===== config.mk =====
export PLATFORM = sky130hd
export DESIGN_NAME = tmr8_pair
export DESIGN_NICKNAME = d
export VERILOG_FILES = /design/src/rtl/tmr8_pair.sv
export SDC_FILE = /design/constraint.sdc
export NUM_CORES = 1
export LEC_CHECK = 0
export BUFFER_PORTS_ARGS = -buffer_cell sky130_fd_sc_hd__clkbuf_2
export CAP_MARGIN = 0
export CELL_PAD_IN_SITES_DETAIL_PLACEMENT = 1
export CELL_PAD_IN_SITES_GLOBAL_PLACEMENT = 2
export CORE_MARGIN = 2
export CORE_UTILIZATION = 40
export DETAILED_ROUTE_END_ITERATION = 8
export PLACE_DENSITY_LB_ADDON = 0.1
export REMOVE_ABC_BUFFERS = 1
export SKIP_LAST_GASP = 1
export SLEW_MARGIN = 20
export SYNTH_ARGS = -nofsm -noshare
export SYNTH_HDL_FRONTEND = slang
export SYNTH_SLANG_ARGS = --single-unit
export TNS_END_PERCENT = 1

===== constraint.sdc =====
create_clock -name clk -period 2.6 [get_ports clk]
set_clock_uncertainty 0.05 [all_clocks]
set_input_delay 0.26 -clock clk [delete_from_list [all_inputs] [get_ports clk]]
set_output_delay 0.26 -clock clk [all_outputs]
set_load 0.02 [all_outputs]

===== src/rtl/tmr8_pair.sv =====
module tmr8_pair #(
  parameter int W = 8
) (
  input  logic         clk,
  input  logic         rst_n,
  input  logic [2:0]   pre_en,
  input  logic [1:0]   ext_clr,
  input  logic         wr_en,
  input  logic [3:0]   wr_addr,
  input  logic [W-1:0] wr_data,
  input  logic         rd_en,
  input  logic [3:0]   rd_addr,
  output logic [W-1:0] rd_data,
  output logic [1:0]   tmo
);

  localparam int A_CTRL = 0;
  localparam int A_OCTL = 1;
  localparam int A_STAT = 2;
  localparam int A_CNT  = 3;
  localparam int A_CMPA = 4;
  localparam int A_CMPB = 5;
  localparam logic [2:0] CK_CHAIN = 3'b100;

  logic [W-1:0] cnt [2];
  logic [W-1:0] cmpa [2];
  logic [W-1:0] cmpb [2];
  logic [2:0]   cks [2];
  logic [1:0]   cclr [2];
  logic [1:0]   osa [2];
  logic [1:0]   osb [2];
  logic [1:0]   act [2];
  logic [5:0]   wsel [2];
  logic [1:0]   cmfa, cmfb, arma, armb, eqa_q, eqb_q, ext_q, tmo_q, tmo_d;
  logic [1:0]   eqa, eqb, eva, evb, tick, inc, clr_raw, clr_eff, rstat, ext_rise;
  logic         wide, evcnt;

  assign wide  = (cks[0] == CK_CHAIN);
  assign evcnt = !wide && (cks[1] == CK_CHAIN);

  assign eqa[0] = wide ? ({cnt[0], cnt[1]} == {cmpa[0], cmpa[1]}) : (cnt[0] == cmpa[0]);
  assign eqb[0] = wide ? ({cnt[0], cnt[1]} == {cmpb[0], cmpb[1]}) : (cnt[0] == cmpb[0]);
  assign eqa[1] = (cnt[1] == cmpa[1]);
  assign eqb[1] = (cnt[1] == cmpb[1]);
  assign eva = eqa & ~eqa_q;
  assign evb = eqb & ~eqb_q;
  assign ext_rise = ext_clr & ~ext_q;

  always_comb begin
    for (int i = 0; i < 2; i++) begin
      tick[i] = (cks[i] == 3'd1 && pre_en[0]) ||
                (cks[i] == 3'd2 && pre_en[1]) ||
                (cks[i] == 3'd3 && pre_en[2]);
      case (cclr[i])
        2'b01:   clr_raw[i] = eva[i];
        2'b10:   clr_raw[i] = evb[i];
        2'b11:   clr_raw[i] = ext_rise[i];
        default: clr_raw[i] = 1'b0;
      endcase
      wsel[i]  = (wr_en && wr_addr[3] == i[0]) ? (6'b1 << wr_addr[2:0]) : 6'b0;
      rstat[i] = rd_en && rd_addr == {i[0], 3'(A_STAT)};
      act[i]   = evb[i] ? osb[i] : (eva[i] ? osa[i] : 2'b00);
      case (act[i])
        2'b01:   tmo_d[i] = 1'b0;
        2'b10:   tmo_d[i] = 1'b1;
        2'b11:   tmo_d[i] = ~tmo_q[i];
        default: tmo_d[i] = tmo_q[i];
      endcase
    end
  end

  assign inc[1] = evcnt ? eva[0] : tick[1];
  assign inc[0] = wide ? (inc[1] && cnt[1] == '1) : tick[0];
  assign clr_eff[0] = clr_raw[0];
  assign clr_eff[1] = wide ? clr_raw[0] : clr_raw[1];
  assign tmo = tmo_q;

  always_ff @(posedge clk or negedge rst_n) begin
    if (!rst_n) begin
      for (int i = 0; i < 2; i++) begin
        cnt[i]  <= '0;
        cmpa[i] <= '1;
        cmpb[i] <= '1;
        cks[i]  <= '0;
        cclr[i] <= '0;
        osa[i]  <= '0;
        osb[i]  <= '0;
      end
      cmfa  <= '0;
      cmfb  <= '0;
      arma  <= '0;
      armb  <= '0;
      eqa_q <= '0;
      eqb_q <= '0;
      ext_q <= '0;
      tmo_q <= '0;
    end else begin
      for (int i = 0; i < 2; i++) begin
        if (wsel[i][A_CNT])       cnt[i] <= wr_data;
        else if (clr_eff[i])      cnt[i] <= '0;
        else if (inc[i])          cnt[i] <= cnt[i] + 1'b1;
        if (wsel[i][A_CMPA]) cmpa[i] <= wr_data;
        if (wsel[i][A_CMPB]) cmpb[i] <= wr_data;
        if (wsel[i][A_CTRL]) begin
          cks[i]  <= wr_data[2:0];
          cclr[i] <= wr_data[4:3];
        end
        if (wsel[i][A_OCTL]) begin
          osa[i] <= wr_data[1:0];
          osb[i] <= wr_data[3:2];
        end
        if (eva[i])                                      cmfa[i] <= 1'b1;
        else if (wsel[i][A_STAT] && !wr_data[0] && arma[i]) cmfa[i] <= 1'b0;
        if (evb[i])                                      cmfb[i] <= 1'b1;
        else if (wsel[i][A_STAT] && !wr_data[1] && armb[i]) cmfb[i] <= 1'b0;
        if (wsel[i][A_STAT])            arma[i] <= 1'b0;
        else if (rstat[i] && cmfa[i])   arma[i] <= 1'b1;
        if (wsel[i][A_STAT])            armb[i] <= 1'b0;
        else if (rstat[i] && cmfb[i])   armb[i] <= 1'b1;
      end
      eqa_q <= eqa;
      eqb_q <= eqb;
      ext_q <= ext_clr;
      tmo_q <= tmo_d;
    end
  end

  always_comb begin
    rd_data = '0;
    case (rd_addr[2:0])
      3'(A_CTRL): rd_data[4:0] = {cclr[rd_addr[3]], cks[rd_addr[3]]};
      3'(A_OCTL): rd_data[3:0] = {osb[rd_addr[3]], osa[rd_addr[3]]};
      3'(A_STAT): rd_data[1:0] = {cmfb[rd_addr[3]], cmfa[rd_addr[3]]};
      3'(A_CNT):  rd_data = cnt[rd_addr[3]];
      3'(A_CMPA): rd_data = cmpa[rd_addr[3]];
      3'(A_CMPB): rd_data = cmpb[rd_addr[3]];
      default:    rd_data = '0;
    endcase
  end

  p_flag_hold_r3: assert property (@(posedge clk) disable iff (!rst_n)
    cmfa[0] && !wsel[0][A_STAT] |=> cmfa[0]);

  p_event_sets_flag_r3: assert property (@(posedge clk) disable iff (!rst_n)
    eva[1] |=> cmfa[1]);

  p_tmo_stable_r5: assert property (@(posedge clk) disable iff (!rst_n)
    !eva[0] && !evb[0] |=> $stable(tmo[0]));

  p_wide_carry_r7: assert property (@(posedge clk) disable iff (!rst_n)
    wide && tick[1] && cnt[1] == '1 && !clr_eff[0] && !wr_en |=> cnt[0] == $past(cnt[0]) + 1'b1);

  p_low_hold_r9: assert property (@(posedge clk) disable iff (!rst_n)
    wide && !wr_en && !clr_eff[0] && !tick[1] |=> $stable(cnt[1]));

  p_cmcount_r11: assert property (@(posedge clk) disable iff (!rst_n)
    evcnt && eva[0] && !clr_eff[1] && !wr_en |=> cnt[1] == $past(cnt[1]) + 1'b1);

endmodule


==> results.yml <==
status:
  outcome: "complete, no violations"
final_layout:
  regArea_um2: 2093
  synthToLayoutAreaGrowth_pct: 16.30
  nets: 514
  antenna_cells: 0
  multiInputGateArea_um2: 2584
  fillCellCount: 1301
  drive_gt1_share_pct: 38.21
  final_area_um2: 5605
  final_core_util_pct: 47.26
timing:
  layout_min_cycle_time_ns: 2.459
  finalSetupViolCount: 0
  fmax_ghz: 0.4067
  slew_viol_final: 0
  final_hold_viol_count: 0
  fin_crit_sh_pct: 94.58
  slew_headroom_pct: 44.61
  tightest_slew_ns: 0.8272
  totalNegativeSetupSlack_ns: 0
  whs_ns: 0.1852
  rsz0062_at_grt: "no"
pwr:
  pwr-share-clk_pct: 29.1
  p_switching_mw: 1.583
  p_seq_share_pct: 43.1
  leakagePower_nw: 2.374
  p_int_mw: 3.137
  p_comb_share_pct: 27.9
  ir_worst_vdd_mv: 0.5043
  swShare_pct: 33.54
  power.density_nw_per_um2: 842.1
placement:
  place_congestion: 0.8976
  dp_hpwl_mm: 11.11
  place_area_um2: 5214
  placement.io_buffers: 34
critical_path:
  crit_fanout: 8
  crit_required_ns: 2.77
  cp-end-kind: "register"
  cp.arrival_ns: 2.63
  worstSetupStartpointType: "register"
  worstSetupPathType: "register to register"
routing:
  wire_per_inst_um: 23.49
  dr.first_iter.drc_count: 189
  drt_wl_total_mm: 15.01
  post-route-drc-count: 0
  ant_nets: 0
  vias: 3660
  viasPerCell: 5.728
  first_pass_iters: 4
grt:
  grt_use_total_pct: 24.80
  grt_pass1_wl_mm: 23.56
  grt_max_degree: 56
  grt_antenna_before_repair: 0
  grt_remaining_overflow: 0
  grt_pass1_vias: 3882
floorplan:
  start_util_pct: 40.63
  die_x_um: 113.8
  rows: 40
  io_pins: 35
  core_um2: 11860
  dieArea_um2: 12940
  chipHeight_um: 113.8
logic_synthesis:
  yosys.area.top_type_share_pct: 25.96
  async_reset_ff_share_pct: 100.0
  ys_seq_elements: 82
  ys_top_cells_by_count: "mux2_2 (56), dfrtp_1 (50), nand2_1 (40), dfstp_2 (32), xor2_1 (28)"
  synthFlopType: "dfrtp_1"
  synth_area_leaders: "dfrtp_1 (26%), dfstp_2 (17%), mux2_2 (13%)"
  synthesis.area_um2: 4820
  synth_top_cell_by_area: "dfrtp_1"
  ys_seq_area_share_pct: 43.41
  synth_enable_flop_cells: 0
  yosysMostFrequentCell: "mux2_2"
  synth_area_per_cell_um2: 10.83
  yosys_warnings: 0
  synth_cell_type_count: 56
  synth_cells: 445
clock_network:
  cts_tree: "done"
  cts_root_buf: "clkbuf_16"
  clk_pin_slew_ns: 0.06
  clockBufferDepth: 2
  htreeDepth: 3
  clk_latency_ns: 0.36
  post_cts.repair.setup_buffers: 0
  cts-buffers-inserted: 9
  cts_sinks: 82
min_path:
  hold_class: "input pin to register"
job:
  drv_cap: 0
layout make-up:
| class | instances | area share, % |
|---|---|---|
| multi-input cells | 324 | 46.09 |
| clock buffers | 12 | 4.754 |
| inverters | 9 | 0.6027 |
| clock inverters | 4 | 0.8705 |
| well taps | 147 | 3.281 |
| flip-flops and latches | 82 | 37.34 |
| repair buffers | 61 | 7.054 |
power groups by stage:
| stage | Sequential, mW | Clock, mW | Combinational (mW) |
|---|---|---|---|
| after floorplan | 1.94 | 0 | 0.821 |
| after global routing | 2.08 | 1.46 | 1.45 |
| after global placement | 2.04 | 0 | 1.24 |
| final | 2.03 | 1.37 | 1.31 |
| after CTS | 2.04 | 1.40 | 1.29 |
| after detailed placement | 2.05 | 0 | 1.26 |
metal layers:
layer	routed length (um)	part of all wire (%)	global-route usage (%)	vias to the layer above
met5	0	0	0	-
met2	7172	48	40.20	72
met1	6972	46	33.42	1880
met3	561	3.7	5.101	19
met4	301	2.0	8.211	0
li1	-	-	-	1689
cells by family (layout without fill, tap and decap cells):
logic type      after synthesis  in the layout  synth area share, %
compound gates               75             75                11.14
buf+inv                      39             86                3.920
fa+ha+maj                     2              2               0.5191
mux                          81             81                20.35
simple gates                126            126                13.40
flops                        82             82                43.41
xor+xnor                     40             40                7.269
repair_timing:
action | 4_1_cts | 5_1_grt
hold endpoints to repair | 19 | 0
resized for setup | 3 | 5
gates cloned | 0 | 0
pin swaps | 0 | 2
setup endpoints to repair | 8 | 14
hold buffers | 3 | 0
per-stage QoR:
step           instances  setup WS [ns]  total power [mW]
2_1_floorplan        415        0.07816             2.756
3_3_place_gp         620        -0.1645             3.278
4_1_cts              639        0.01137             4.731
3_5_place_dp         620       -0.08584             3.319
6_report             639         0.1410             4.720
5_1_grt              639        0.01814             4.984
critical path: stages (launching register included):
cell	delay (ns)
dfrtp_1	0.43
buf_4	0.18
xor2_1	0.17
nor4_2	0.41
nand2_1	0.19
o41ai_2	0.31
a311oi_1	0.17
o22ai_4	0.27
o21ai_0	0.15
final timing paths:
| check | from | endpoint | slack [ns] | cells after the start |
|---|---|---|---|---|
| max | cnt[2]$_DFFE_PN0P_ | cnt[5]$_DFFE_PN0P_ | 0.14 | 8 |
| min | wr_data[6] | cnt[6]$_DFFE_PN0P_ | 0.19 | 3 |
| max reg2reg | cnt[2]$_DFFE_PN0P_ | cnt[5]$_DFFE_PN0P_ | 0.14 | 8 |
| min reg2reg | arma[1]$_DFFE_PN0P_ | arma[1]$_DFFE_PN0P_ | 0.45 | 2 |
| max in group asynchronous | rst_n | cmpa[5]$_DFFE_PN1P_ | 1.48 | 3 |
| min in group asynchronous | rst_n | cks[5]$_DFFE_PN0P_ | 0.33 | 2 |
sequential cells by signal (all words and copies together), names as in the netlist:
name / cells
cnt: 16
cmpb: 16
cmfa: 2
cks: 6
arma: 2
armb: 2
osb: 4
osa: 4
eqb_q: 2
tmo: 2
cmfb: 2
ext_q: 2
cmpa: 16
eqa_q: 2
cclr: 4
placed cells by master (no fill, tap or decap), types with 2 or more instances in the layout:
master         instances
xor2_1                28
dfstp_2               32
nor2b_1                4
xnor2_1               12
ha_1                   2
nor4_2                 4
buf_4                 24
nand4_1                4
nor3_1                 8
inv_1                  9
nand2_1               40
o22ai_1                4
mux4_2                 8
a21oi_1               15
nand2b_1               3
or2_2                  2
nor2_1                26
dlygate4sd3_1          3
a31oi_1                4
nor4_1                 2
nand3_1                9
clkbuf_2              33
dfrtp_1               49
mux2_2                56
a22oi_1                5
o21ai_0               15
clkbuf_16              9
and2_1                 5
clkbuf_8               3
nor3b_2                2
a211oi_1               8
a21boi_0               2
clkinv_2               2
mux2i_1               17
a21o_1                 4
a221oi_1               4
nand3b_1               8
Note: power is estimated with default switching activity, not from simulation.
